### src/rtl/tcb_pkg.sv
package tcb_pkg;
  // Register byte offsets (software decodes these)
  localparam logic [11:0] OFS_DEPTH = 12'h004;
  localparam logic [11:0] OFS_STAT  = 12'h00C;
  localparam logic [11:0] OFS_RDATA = 12'h010;
  localparam logic [11:0] OFS_RPTR  = 12'h014;
  localparam logic [11:0] OFS_WPTR  = 12'h018;
  localparam logic [11:0] OFS_TRIG  = 12'h01C;
  localparam logic [11:0] OFS_CTRL  = 12'h020;
  localparam logic [11:0] OFS_WDATA = 12'h024;
  localparam logic [11:0] OFS_FSTAT = 12'h300;
  localparam logic [11:0] OFS_FCTRL = 12'h304;

  // Formatter control / status bit positions
  localparam int FC_FMT_EN     = 0;
  localparam int FC_FLUSH      = 6;
  localparam int FC_STOP_FLUSH = 12;
  localparam int FC_STOP_TRIG  = 13;
  localparam int FS_BUSY       = 0;
  localparam int FS_STOPPED    = 1;

  typedef enum logic [1:0] {FL_IDLE, FL_WAIT, FL_PAD} flush_state_e;
endpackage

### src/rtl/tcb_regs.sv
module tcb_regs import tcb_pkg::*; #(
  parameter int DEPTH = 64
) (
  input  logic              clk,
  input  logic              rst_n,
  input  logic              psel,
  input  logic              penable,
  input  logic              pwrite,
  input  logic [11:0]       paddr,
  input  logic [31:0]       pwdata,
  output logic [31:0]       prdata,
  input  logic [$clog2(DEPTH)-1:0] wr_ptr,
  input  logic [$clog2(DEPTH)-1:0] rd_ptr,
  input  logic [31:0]       rd_word,
  input  logic              wrapped,
  input  logic              flush_busy,
  input  logic              fmt_stopped,
  output logic              cap_en,
  output logic [31:0]       trig_count,
  output logic              stop_on_flush,
  output logic              stop_on_trig,
  output logic              ev_wdata,
  output logic              ev_rdata,
  output logic              ev_ld_rptr,
  output logic              ev_ld_wptr,
  output logic              ev_flush_req,
  output logic              ev_restart
);
  localparam logic [31:0] DEPTH_WORD = 32'(DEPTH) & 32'h7FFF_FFFF;

  logic acc_wr, acc_rd, fmt_en;
  logic [31:0] fstat_word, fctrl_word;

  assign acc_wr = psel && penable && pwrite;
  assign acc_rd = psel && penable && !pwrite;

  // Named access events consumed by the pointer and sequencing logic
  assign ev_wdata     = acc_wr && (paddr == OFS_WDATA);
  assign ev_rdata     = acc_rd && (paddr == OFS_RDATA);
  assign ev_ld_rptr   = acc_wr && (paddr == OFS_RPTR);
  assign ev_ld_wptr   = acc_wr && (paddr == OFS_WPTR);
  assign ev_flush_req = acc_wr && (paddr == OFS_FCTRL) && pwdata[FC_FLUSH];
  assign ev_restart   = acc_wr && (paddr == OFS_CTRL) && pwdata[0];

  always_ff @(posedge clk or negedge rst_n) begin
    if (!rst_n) begin
      cap_en        <= 1'b0;
      trig_count    <= '0;
      fmt_en        <= 1'b0;
      stop_on_flush <= 1'b0;
      stop_on_trig  <= 1'b0;
    end else if (acc_wr) begin
      case (paddr)
        OFS_TRIG: trig_count <= pwdata;
        OFS_CTRL: cap_en     <= pwdata[0];
        OFS_FCTRL: begin
          fmt_en        <= pwdata[FC_FMT_EN];
          stop_on_flush <= pwdata[FC_STOP_FLUSH];
          stop_on_trig  <= pwdata[FC_STOP_TRIG];
        end
        default: ;
      endcase
    end
  end

  always_comb begin
    fstat_word = '0;
    fstat_word[FS_BUSY]    = flush_busy;
    fstat_word[FS_STOPPED] = fmt_stopped;
    fctrl_word = '0;
    fctrl_word[FC_FMT_EN]     = fmt_en;
    fctrl_word[FC_FLUSH]      = flush_busy;
    fctrl_word[FC_STOP_FLUSH] = stop_on_flush;
    fctrl_word[FC_STOP_TRIG]  = stop_on_trig;
  end

  always_comb begin
    case (paddr)
      OFS_DEPTH: prdata = DEPTH_WORD;
      OFS_STAT:  prdata = {31'd0, wrapped};
      OFS_RDATA: prdata = rd_word;
      OFS_RPTR:  prdata = 32'(rd_ptr);
      OFS_WPTR:  prdata = 32'(wr_ptr);
      OFS_TRIG:  prdata = trig_count;
      OFS_CTRL:  prdata = {31'd0, cap_en};
      OFS_FSTAT: prdata = fstat_word;
      OFS_FCTRL: prdata = fctrl_word;
      default:   prdata = '0;
    endcase
  end

  // mode bits follow the last formatter-control write
  a_r11_fctrl_keep: assert property (@(posedge clk) disable iff (!rst_n)
    (acc_wr && paddr == OFS_FCTRL) |=>
      (stop_on_trig == $past(pwdata[FC_STOP_TRIG]) &&
       stop_on_flush == $past(pwdata[FC_STOP_FLUSH])))
    else $error("a_r11_fctrl_keep");
endmodule

### src/rtl/tcb_ptrs.sv
module tcb_ptrs #(
  parameter int DEPTH = 64
) (
  input  logic              clk,
  input  logic              rst_n,
  input  logic              apb_wr,
  input  logic [31:0]       apb_data,
  input  logic              cap_word,
  input  logic [31:0]       trc_data,
  input  logic              pad_word,
  input  logic              rd_step,
  input  logic              ld_rptr,
  input  logic              ld_wptr,
  input  logic [$clog2(DEPTH)-1:0] ld_val,
  output logic [$clog2(DEPTH)-1:0] wr_ptr,
  output logic [$clog2(DEPTH)-1:0] rd_ptr,
  output logic [31:0]       rd_word,
  output logic              wrapped
);
  localparam int AW = $clog2(DEPTH);
  localparam logic [AW-1:0] LAST = AW'(DEPTH - 1);

  function automatic logic [AW-1:0] ptr_step(input logic [AW-1:0] p);
    return AW'(p + 1'b1);
  endfunction

  logic [31:0] mem [DEPTH];
  logic        wr_fire;
  logic [31:0] wr_val;

  // Write port priority: frame padding, then register writes, then trace
  assign wr_fire = pad_word || apb_wr || cap_word;
  assign wr_val  = pad_word ? 32'd0 : (apb_wr ? apb_data : trc_data);
  assign rd_word = mem[rd_ptr];

  always_ff @(posedge clk) begin
    if (wr_fire && !ld_wptr) mem[wr_ptr] <= wr_val;
  end

  always_ff @(posedge clk or negedge rst_n) begin
    if (!rst_n) begin
      wr_ptr  <= '0;
      rd_ptr  <= '0;
      wrapped <= 1'b0;
    end else begin
      if (ld_wptr) begin
        wr_ptr  <= ld_val;
        wrapped <= 1'b0;
      end else if (wr_fire) begin
        wr_ptr <= ptr_step(wr_ptr);
        if (wr_ptr == LAST) wrapped <= 1'b1;
      end
      if (ld_rptr)      rd_ptr <= ld_val;
      else if (rd_step) rd_ptr <= ptr_step(rd_ptr);
    end
  end

  a_r2_wr_step: assert property (@(posedge clk) disable iff (!rst_n)
    (wr_fire && !ld_wptr) |=> wr_ptr == ptr_step($past(wr_ptr)))
    else $error("a_r2_wr_step");
  a_r3_rd_step: assert property (@(posedge clk) disable iff (!rst_n)
    (rd_step && !ld_rptr) |=> rd_ptr == ptr_step($past(rd_ptr)))
    else $error("a_r3_rd_step");
  a_r4_wrap_set: assert property (@(posedge clk) disable iff (!rst_n)
    (wr_fire && !ld_wptr && wr_ptr == LAST) |=> wrapped)
    else $error("a_r4_wrap_set");
  a_r4_wrap_clear: assert property (@(posedge clk) disable iff (!rst_n)
    ld_wptr |=> !wrapped)
    else $error("a_r4_wrap_clear");
endmodule

### src/rtl/tcb_seq.sv
module tcb_seq import tcb_pkg::*; #(
  parameter int FLUSH_CYCLES = 4,
  parameter int FRAME_WORDS  = 4
) (
  input  logic        clk,
  input  logic        rst_n,
  input  logic        cap_en,
  input  logic        stop_on_trig,
  input  logic        stop_on_flush,
  input  logic [31:0] trig_count,
  input  logic        trc_valid,
  input  logic        trc_trigger,
  input  logic        ev_wdata,
  input  logic        ev_ld_wptr,
  input  logic        ev_flush_req,
  input  logic        ev_restart,
  input  logic [$clog2(FRAME_WORDS)-1:0] frame_off,
  output logic        cap_word,
  output logic        pad_word,
  output logic        flush_busy,
  output logic        fmt_stopped
);
  localparam int CW = (FLUSH_CYCLES > 1) ? $clog2(FLUSH_CYCLES) : 1;

  flush_state_e state;
  logic [CW-1:0] cnt;
  logic          armed, flush_halt, flush_done, trig_stop;
  logic [31:0]   remain;

  assign trig_stop   = armed && (remain == 32'd0);
  assign flush_busy  = (state != FL_IDLE);
  assign pad_word    = (state == FL_PAD) && (frame_off != '0);
  assign fmt_stopped = flush_done && !cap_en;
  assign cap_word    = cap_en && trc_valid && !trig_stop && !flush_halt &&
                       (state != FL_PAD) && !ev_wdata && !ev_ld_wptr;

  // Post-trigger word countdown
  always_ff @(posedge clk or negedge rst_n) begin
    if (!rst_n) begin
      armed  <= 1'b0;
      remain <= '0;
    end else if (ev_restart) begin
      armed  <= 1'b0;
      remain <= '0;
    end else if (!armed && trc_trigger && cap_en && stop_on_trig && !flush_halt) begin
      armed  <= 1'b1;
      remain <= trig_count;
    end else if (armed && cap_word && remain != 32'd0) begin
      remain <= remain - 32'd1;
    end
  end

  // Manual flush: fixed wait, then pad to a frame boundary
  always_ff @(posedge clk or negedge rst_n) begin
    if (!rst_n) begin
      state      <= FL_IDLE;
      cnt        <= '0;
      flush_halt <= 1'b0;
      flush_done <= 1'b0;
    end else begin
      case (state)
        FL_IDLE: if (ev_flush_req) begin
          state      <= FL_WAIT;
          cnt        <= CW'(FLUSH_CYCLES - 1);
          flush_done <= 1'b0;
        end
        FL_WAIT: if (cnt == '0) state <= FL_PAD;
                 else cnt <= cnt - 1'b1;
        FL_PAD: if (frame_off == '0) begin
          state      <= FL_IDLE;
          flush_done <= 1'b1;
          flush_halt <= flush_halt || stop_on_flush;
        end
        default: state <= FL_IDLE;
      endcase
      if (ev_restart) begin
        flush_halt <= 1'b0;
        flush_done <= 1'b0;
      end
    end
  end

  // Checker support: length of the current busy stretch
  logic [31:0] busy_len;
  always_ff @(posedge clk or negedge rst_n) begin
    if (!rst_n) busy_len <= '0;
    else        busy_len <= flush_busy ? busy_len + 32'd1 : 32'd0;
  end

  a_r7_req_busy: assert property (@(posedge clk) disable iff (!rst_n)
    (ev_flush_req && !flush_busy) |=> flush_busy)
    else $error("a_r7_req_busy");
  a_r7_min_busy: assert property (@(posedge clk) disable iff (!rst_n)
    $fell(flush_busy) |-> busy_len >= 32'(FLUSH_CYCLES))
    else $error("a_r7_min_busy");
  a_r8_done_aligned: assert property (@(posedge clk) disable iff (!rst_n)
    $fell(flush_busy) |-> frame_off == '0)
    else $error("a_r8_done_aligned");
  a_r9_stop_idle: assert property (@(posedge clk) disable iff (!rst_n)
    fmt_stopped |-> !flush_busy)
    else $error("a_r9_stop_idle");
endmodule

### src/rtl/trace_ring_sink.sv
module trace_ring_sink import tcb_pkg::*; #(
  parameter int DEPTH        = 64,
  parameter int FLUSH_CYCLES = 4,
  parameter int FRAME_WORDS  = 4
) (
  input  logic        clk,
  input  logic        rst_n,
  input  logic        psel,
  input  logic        penable,
  input  logic        pwrite,
  input  logic [11:0] paddr,
  input  logic [31:0] pwdata,
  output logic [31:0] prdata,
  input  logic        trc_valid,
  input  logic [31:0] trc_data,
  input  logic        trc_trigger
);
  localparam int AW = $clog2(DEPTH);
  localparam int FB = $clog2(FRAME_WORDS);

  logic [AW-1:0] wr_ptr, rd_ptr;
  logic [31:0]   rd_word, trig_count;
  logic wrapped, flush_busy, fmt_stopped, cap_en, stop_on_flush, stop_on_trig;
  logic ev_wdata, ev_rdata, ev_ld_rptr, ev_ld_wptr, ev_flush_req, ev_restart;
  logic cap_word, pad_word;

  tcb_regs #(.DEPTH(DEPTH)) u_regs (
    .clk, .rst_n, .psel, .penable, .pwrite, .paddr, .pwdata, .prdata,
    .wr_ptr, .rd_ptr, .rd_word, .wrapped, .flush_busy, .fmt_stopped,
    .cap_en, .trig_count, .stop_on_flush, .stop_on_trig,
    .ev_wdata, .ev_rdata, .ev_ld_rptr, .ev_ld_wptr, .ev_flush_req, .ev_restart
  );

  tcb_ptrs #(.DEPTH(DEPTH)) u_ptrs (
    .clk, .rst_n,
    .apb_wr(ev_wdata), .apb_data(pwdata),
    .cap_word, .trc_data, .pad_word,
    .rd_step(ev_rdata), .ld_rptr(ev_ld_rptr), .ld_wptr(ev_ld_wptr),
    .ld_val(pwdata[AW-1:0]),
    .wr_ptr, .rd_ptr, .rd_word, .wrapped
  );

  tcb_seq #(.FLUSH_CYCLES(FLUSH_CYCLES), .FRAME_WORDS(FRAME_WORDS)) u_seq (
    .clk, .rst_n, .cap_en, .stop_on_trig, .stop_on_flush, .trig_count,
    .trc_valid, .trc_trigger, .ev_wdata, .ev_ld_wptr, .ev_flush_req, .ev_restart,
    .frame_off(wr_ptr[FB-1:0]),
    .cap_word, .pad_word, .flush_busy, .fmt_stopped
  );

  // with capture off and no other writer, the write pointer holds
  a_r5_idle_hold: assert property (@(posedge clk) disable iff (!rst_n)
    (!cap_en && !ev_wdata && !pad_word && !ev_ld_wptr) |=> $stable(wr_ptr))
    else $error("a_r5_idle_hold");
endmodule

### config.mk
export PLATFORM = sky130hd
export DESIGN_NAME = trace_ring_sink
export DESIGN_NICKNAME = d
export VERILOG_FILES = /design/src/rtl/tcb_pkg.sv /design/src/rtl/tcb_regs.sv /design/src/rtl/tcb_ptrs.sv /design/src/rtl/tcb_seq.sv /design/src/rtl/trace_ring_sink.sv
export SDC_FILE = /design/constraint.sdc
export NUM_CORES = 2
export LEC_CHECK = 0
export ABC_AREA = 1
export BUFFER_PORTS_ARGS = -buffer_cell sky130_fd_sc_hd__buf_4
export CAP_MARGIN = 20
export CORE_MARGIN = 2
export CORE_UTILIZATION = 35
export DETAILED_ROUTE_END_ITERATION = 8
export HOLD_SLACK_MARGIN = 0.08
export PLACE_DENSITY = 0.49
export REMOVE_ABC_BUFFERS = 1
export SLEW_MARGIN = 20
export SYNTH_ARGS = -nofsm -noshare
export SYNTH_HDL_FRONTEND = slang
export SYNTH_SLANG_ARGS = --single-unit
### constraint.sdc
create_clock -name clk -period 5.2 [get_ports clk]
set_input_delay 0.78 -clock clk [delete_from_list [all_inputs] [get_ports clk]]
set_output_delay 0.78 -clock clk [all_outputs]
set_load 0.02 [all_outputs]
==> results_dict.tcl <==
set metrics [dict create \
    required_ns 4.42 \
    slowest_stage "dfrtp_4" \
    die_y_um 503.9 \
    synth_mux_area_frac 0 \
    max_stage_delay_ns 0.85 \
    initial_core_util 0.3518 \
    rows 183 \
    cp-end-kind "output port" \
    finalPower_mw 37.09 \
    worst_slew_pin_slew_ns 1.065 \
    drc 0 \
    placed_cells 10560 \
    crit_fanout 45 \
    wl_met3_um 17560 \
    htree_levels 4 \
    timing.fmax_mhz 196.3 \
    seq_area_frac_synth 0.7282 \
    cts.sink_count 2136 \
    fin_util 0.4044 \
    area_growth_pct 14.97 \
    viasPerCell 5.328 \
    hold_path_class "primary input to flip-flop" \
    period_share 0.9795 \
    power.leakage_nw 33.82 \
    grt-ovfl-total 0 \
    numPortBuffers 114 \
    dr.pass1.iters 5 \
    crit_arrival_ns 4.31 \
    fin_area_um2 100600 \
    io_pins 115 \
    cpMostUsedCell "nand2_1" \
    wl_met2_um 131000 \
    final_net_count 7550 \
    drive_gt1_frac 0.09997 \
    skew_ns 0.04572 \
    vias 58540 \
    start_kind "flip-flop" \
    core-area_um2 248700 \
    irDropWorstVdd_mv 0.2943 \
    cp_cell_sequence "nand2_1 -> inv_4 -> buf_12 -> nand3_1 -> nand2_1 -> nor2_1 -> nand2_1 -> nand3_1 -> nand2_1 -> nand2_1 -> a21oi_1 -> buf_4" \
    gp_congestion 0.9019 \
    synth_top_family_by_area "simple AND/OR/NAND/NOR gates" \
    clk-insertion-delay-late_ns 0.88 \
    yosysWarnings 0 \
    rsz0062_at_grt "false" \
    avgRoutedWirePerCell_um 26.21 \
    p_per_area_nw_per_um2 368.8 \
    path_delay_family "simple AND/OR/NAND/NOR gates" \
    crit_type "flip-flop to output port" \
    grt_max_degree 184 \
    dp_hpwl_um 160600 \
    fillers 23590 \
    hold_violations 0 \
    critPathBufInv 3 \
    grt_usage 0.2217 \
    antenna_found_initial 18 \
    syn_area_um2 87470 \
    synth_xor_area_frac 0.001502 \
    cts_tree "yes" \
    setup_ws_ns 0.1065 \
    synth_area_per_cell_um2 11.85 \
    cap_violations 0 \
    cts-root-buf "clkbuf_16" \
    status "finished, final reports clean" \
    ys_ff_latch 2136 \
    top_layer "met5" \
    wl_met1_um 128600 \
    synth-simple-area-share 0.1325 \
    grt_pass1_wl_um 411600 \
    final_cells 10990 \
    setup_viol 0 \
    placed_area_um2 93360 \
    synth_fa_ha_area_frac 0.0008582 \
    slew_headroom 0.2903 \
    synth.distinct_cells 38 \
    path_clk_slew_ns 0.06 \
    pre_cts_slack_ns 0.9459 \
    dieArea_um2 253900 \
    worst-r2r-setup-slack_ns 1.67 \
    drv_slew 0 \
    wl_um 288000 \
    synth_compound_area_frac 0.1048 \
    syn_inst 7384 \
    die_x_um 503.9 \
    clk_path_buf_depth 3 \
    drt_iter0_drc 6655 \
    cts-buffers-inserted 226 \
    ant_nets 0 \
    min_period_ns 5.093 \
    grt_pass1_vias 55220 \
]
[metal layers]
layer  GRT usage  up-vias
li1            -    26550
met3     0.02692      365
met5           0        -
met1      0.3209    29660
met2      0.3425     1964
met4     0.08083        2
[layout by cell type (no fill, tap or decap), types with 4 or more instances in the layout]
master      Yosys  layout
a21oi_1       165     133
a21oi_4         0      32
a31oi_1        13      13
buf_12          0      48
buf_4          30     270
bufinv_16       0      17
clkbuf_1      249      55
clkbuf_16       0     228
clkinv_1        4      68
clkinv_16       0       5
clkinv_2        0      34
clkinvlp_4      0       4
dfrtp_1        88      84
diode_2         0       6
edfxtp_1     2048    2048
ha_1            6       6
inv_1         149     145
inv_2           6       4
inv_6           0       8
nand2_1       837     835
nand3_1       387     387
nand3b_1       10      10
nand4_1        10      10
nor2_1       1632    1568
nor2_4          1      65
nor3_1          5       5
o211ai_1      250     250
o21ai_0      1055    1055
o21ai_1       120     120
o221ai_1        5       5
o22ai_1        65      65
or2_2          24      24
xor2_1         13      13
[where the power goes]
part / switching (mW) / internal, mW
Combinational: 1.53 / 0.504
Clock: 6.82 / 8.89
Sequential: 0.168 / 19.2
[layout make-up]
class | instances | area (um2) | share of cell area
antenna | 6 | 15.01 | 0.0001493
clock buffer | 283 | 5912 | 0.05879
clock inverter | 136 | 1242 | 0.01235
inverter | 159 | 634.4 | 0.006308
multi-input combinational | 4616 | 21830 | 0.2171
sequential | 2136 | 63710 | 0.6336
tap | 3330 | 4167 | 0.04143
timing repair buffer | 322 | 3048 | 0.03031
[worst paths after layout]
path | depth (start not counted) | endpoint | startpoint
max | 12 | prdata[6] | u_ptrs.rd_ptr[2]$_DFFE_PN0P_
max reg2reg | 8 | u_ptrs.mem[27][8]$_DFFE_PP_ | u_ptrs.wr_ptr[0]$_DFFE_PN0P_
min | 3 | u_regs.stop_on_flush$_DFFE_PN0P_ | pwdata[12]
max in group asynchronous | 3 | u_seq.remain[7]$_DFFE_PN0P_ | rst_n
min in group asynchronous | 2 | u_regs.trig_count[10]$_DFFE_PN0P_ | rst_n
min reg2reg | 2 | u_regs.trig_count[12]$_DFFE_PN0P_ | u_regs.trig_count[12]$_DFFE_PN0P_
[synthesized netlist by cell type (all sizes together)]
library cell	number	area share
edfxtp	2048	0.70
nor2	1636	0.070
o21ai	1175	0.067
nand2	838	0.036
nand3	387	0.022
clkbuf	251	0.011
o211ai	250	0.021
buf	222	0.014
a21oi	165	0.0094
inv	155	0.0067
dfrtp	88	0.025
o22ai	65	0.0046
or2	24	0.0017
a31oi	13	0.00093
xor2	13	0.0013
nand3b	10	0.00086
nand4	10	0.00072
nor3	7	0.00051
ha	6	0.00086
o221ai	5	0.00050
clkinv	4	0.00017
a221oi	3	0.00030
a21boi	2	0.00017
and3	2	0.00014
xnor2	2	0.00020
a211oi	1	0.000086
nor4	1	0.000072
o21a	1	0.000086
[worst register-to-register path, stage by stage (launching register included)]
cell	delay, ns
dfrtp_1	0.44
clkinv_1	0.18
ha_1	0.20
nor2_1	0.08
inv_1	0.40
buf_4	0.40
o21ai_0	0.26
a21oi_4	0.83
buf_4	0.50
[registers in the layout, summed over array words and instances, names as in the netlist]
| name | flops |
|---|---|
| u_seq.armed | 1 |
| u_ptrs.mem | 2048 |
| u_seq.flush_done | 1 |
| u_regs.fmt_en | 1 |
| u_seq.remain | 32 |
| u_ptrs.wr_ptr | 6 |
| u_seq.cnt | 2 |
| u_ptrs.wrapped | 1 |
| u_regs.cap_en | 1 |
| u_ptrs.rd_ptr | 6 |
| u_seq.flush_halt | 1 |
| u_seq.state | 2 |
| u_regs.stop_on_trig | 1 |
| u_regs.trig_count | 32 |
| u_regs.stop_on_flush | 1 |
[timing repair]
| action | CTS | global route |
|---|---|---|
| hold buffers | 1 | 0 |
| endpoints found under the setup margin | 1 | 4 |
| endpoints found under the hold margin | 54 | 0 |
| resized for setup | 1 | 3 |
| buffers inserted | 0 | 0 |
[logic make-up after synthesis]
family | count (synthesis)
adder cells (fa/ha/maj) | 6
AO/OA/AOI/OAI | 1680
AND/OR/NAND/NOR | 2915
XOR/XNOR | 15
buffers and inverters | 632
flip-flops | 2136
[metrics by stage]
step / TNS [ns] / hold WS [ns]
2_1_floorplan: -2321.96 / 0.4530
3_3_place_gp: 0 / 0.4719
3_5_place_dp: 0 / 0.4732
4_1_cts: 0 / 0.1083
5_1_grt: 0 / 0.1416
6_report: 0 / 0.1655
Note: power is estimated with default switching activity, not from simulation.
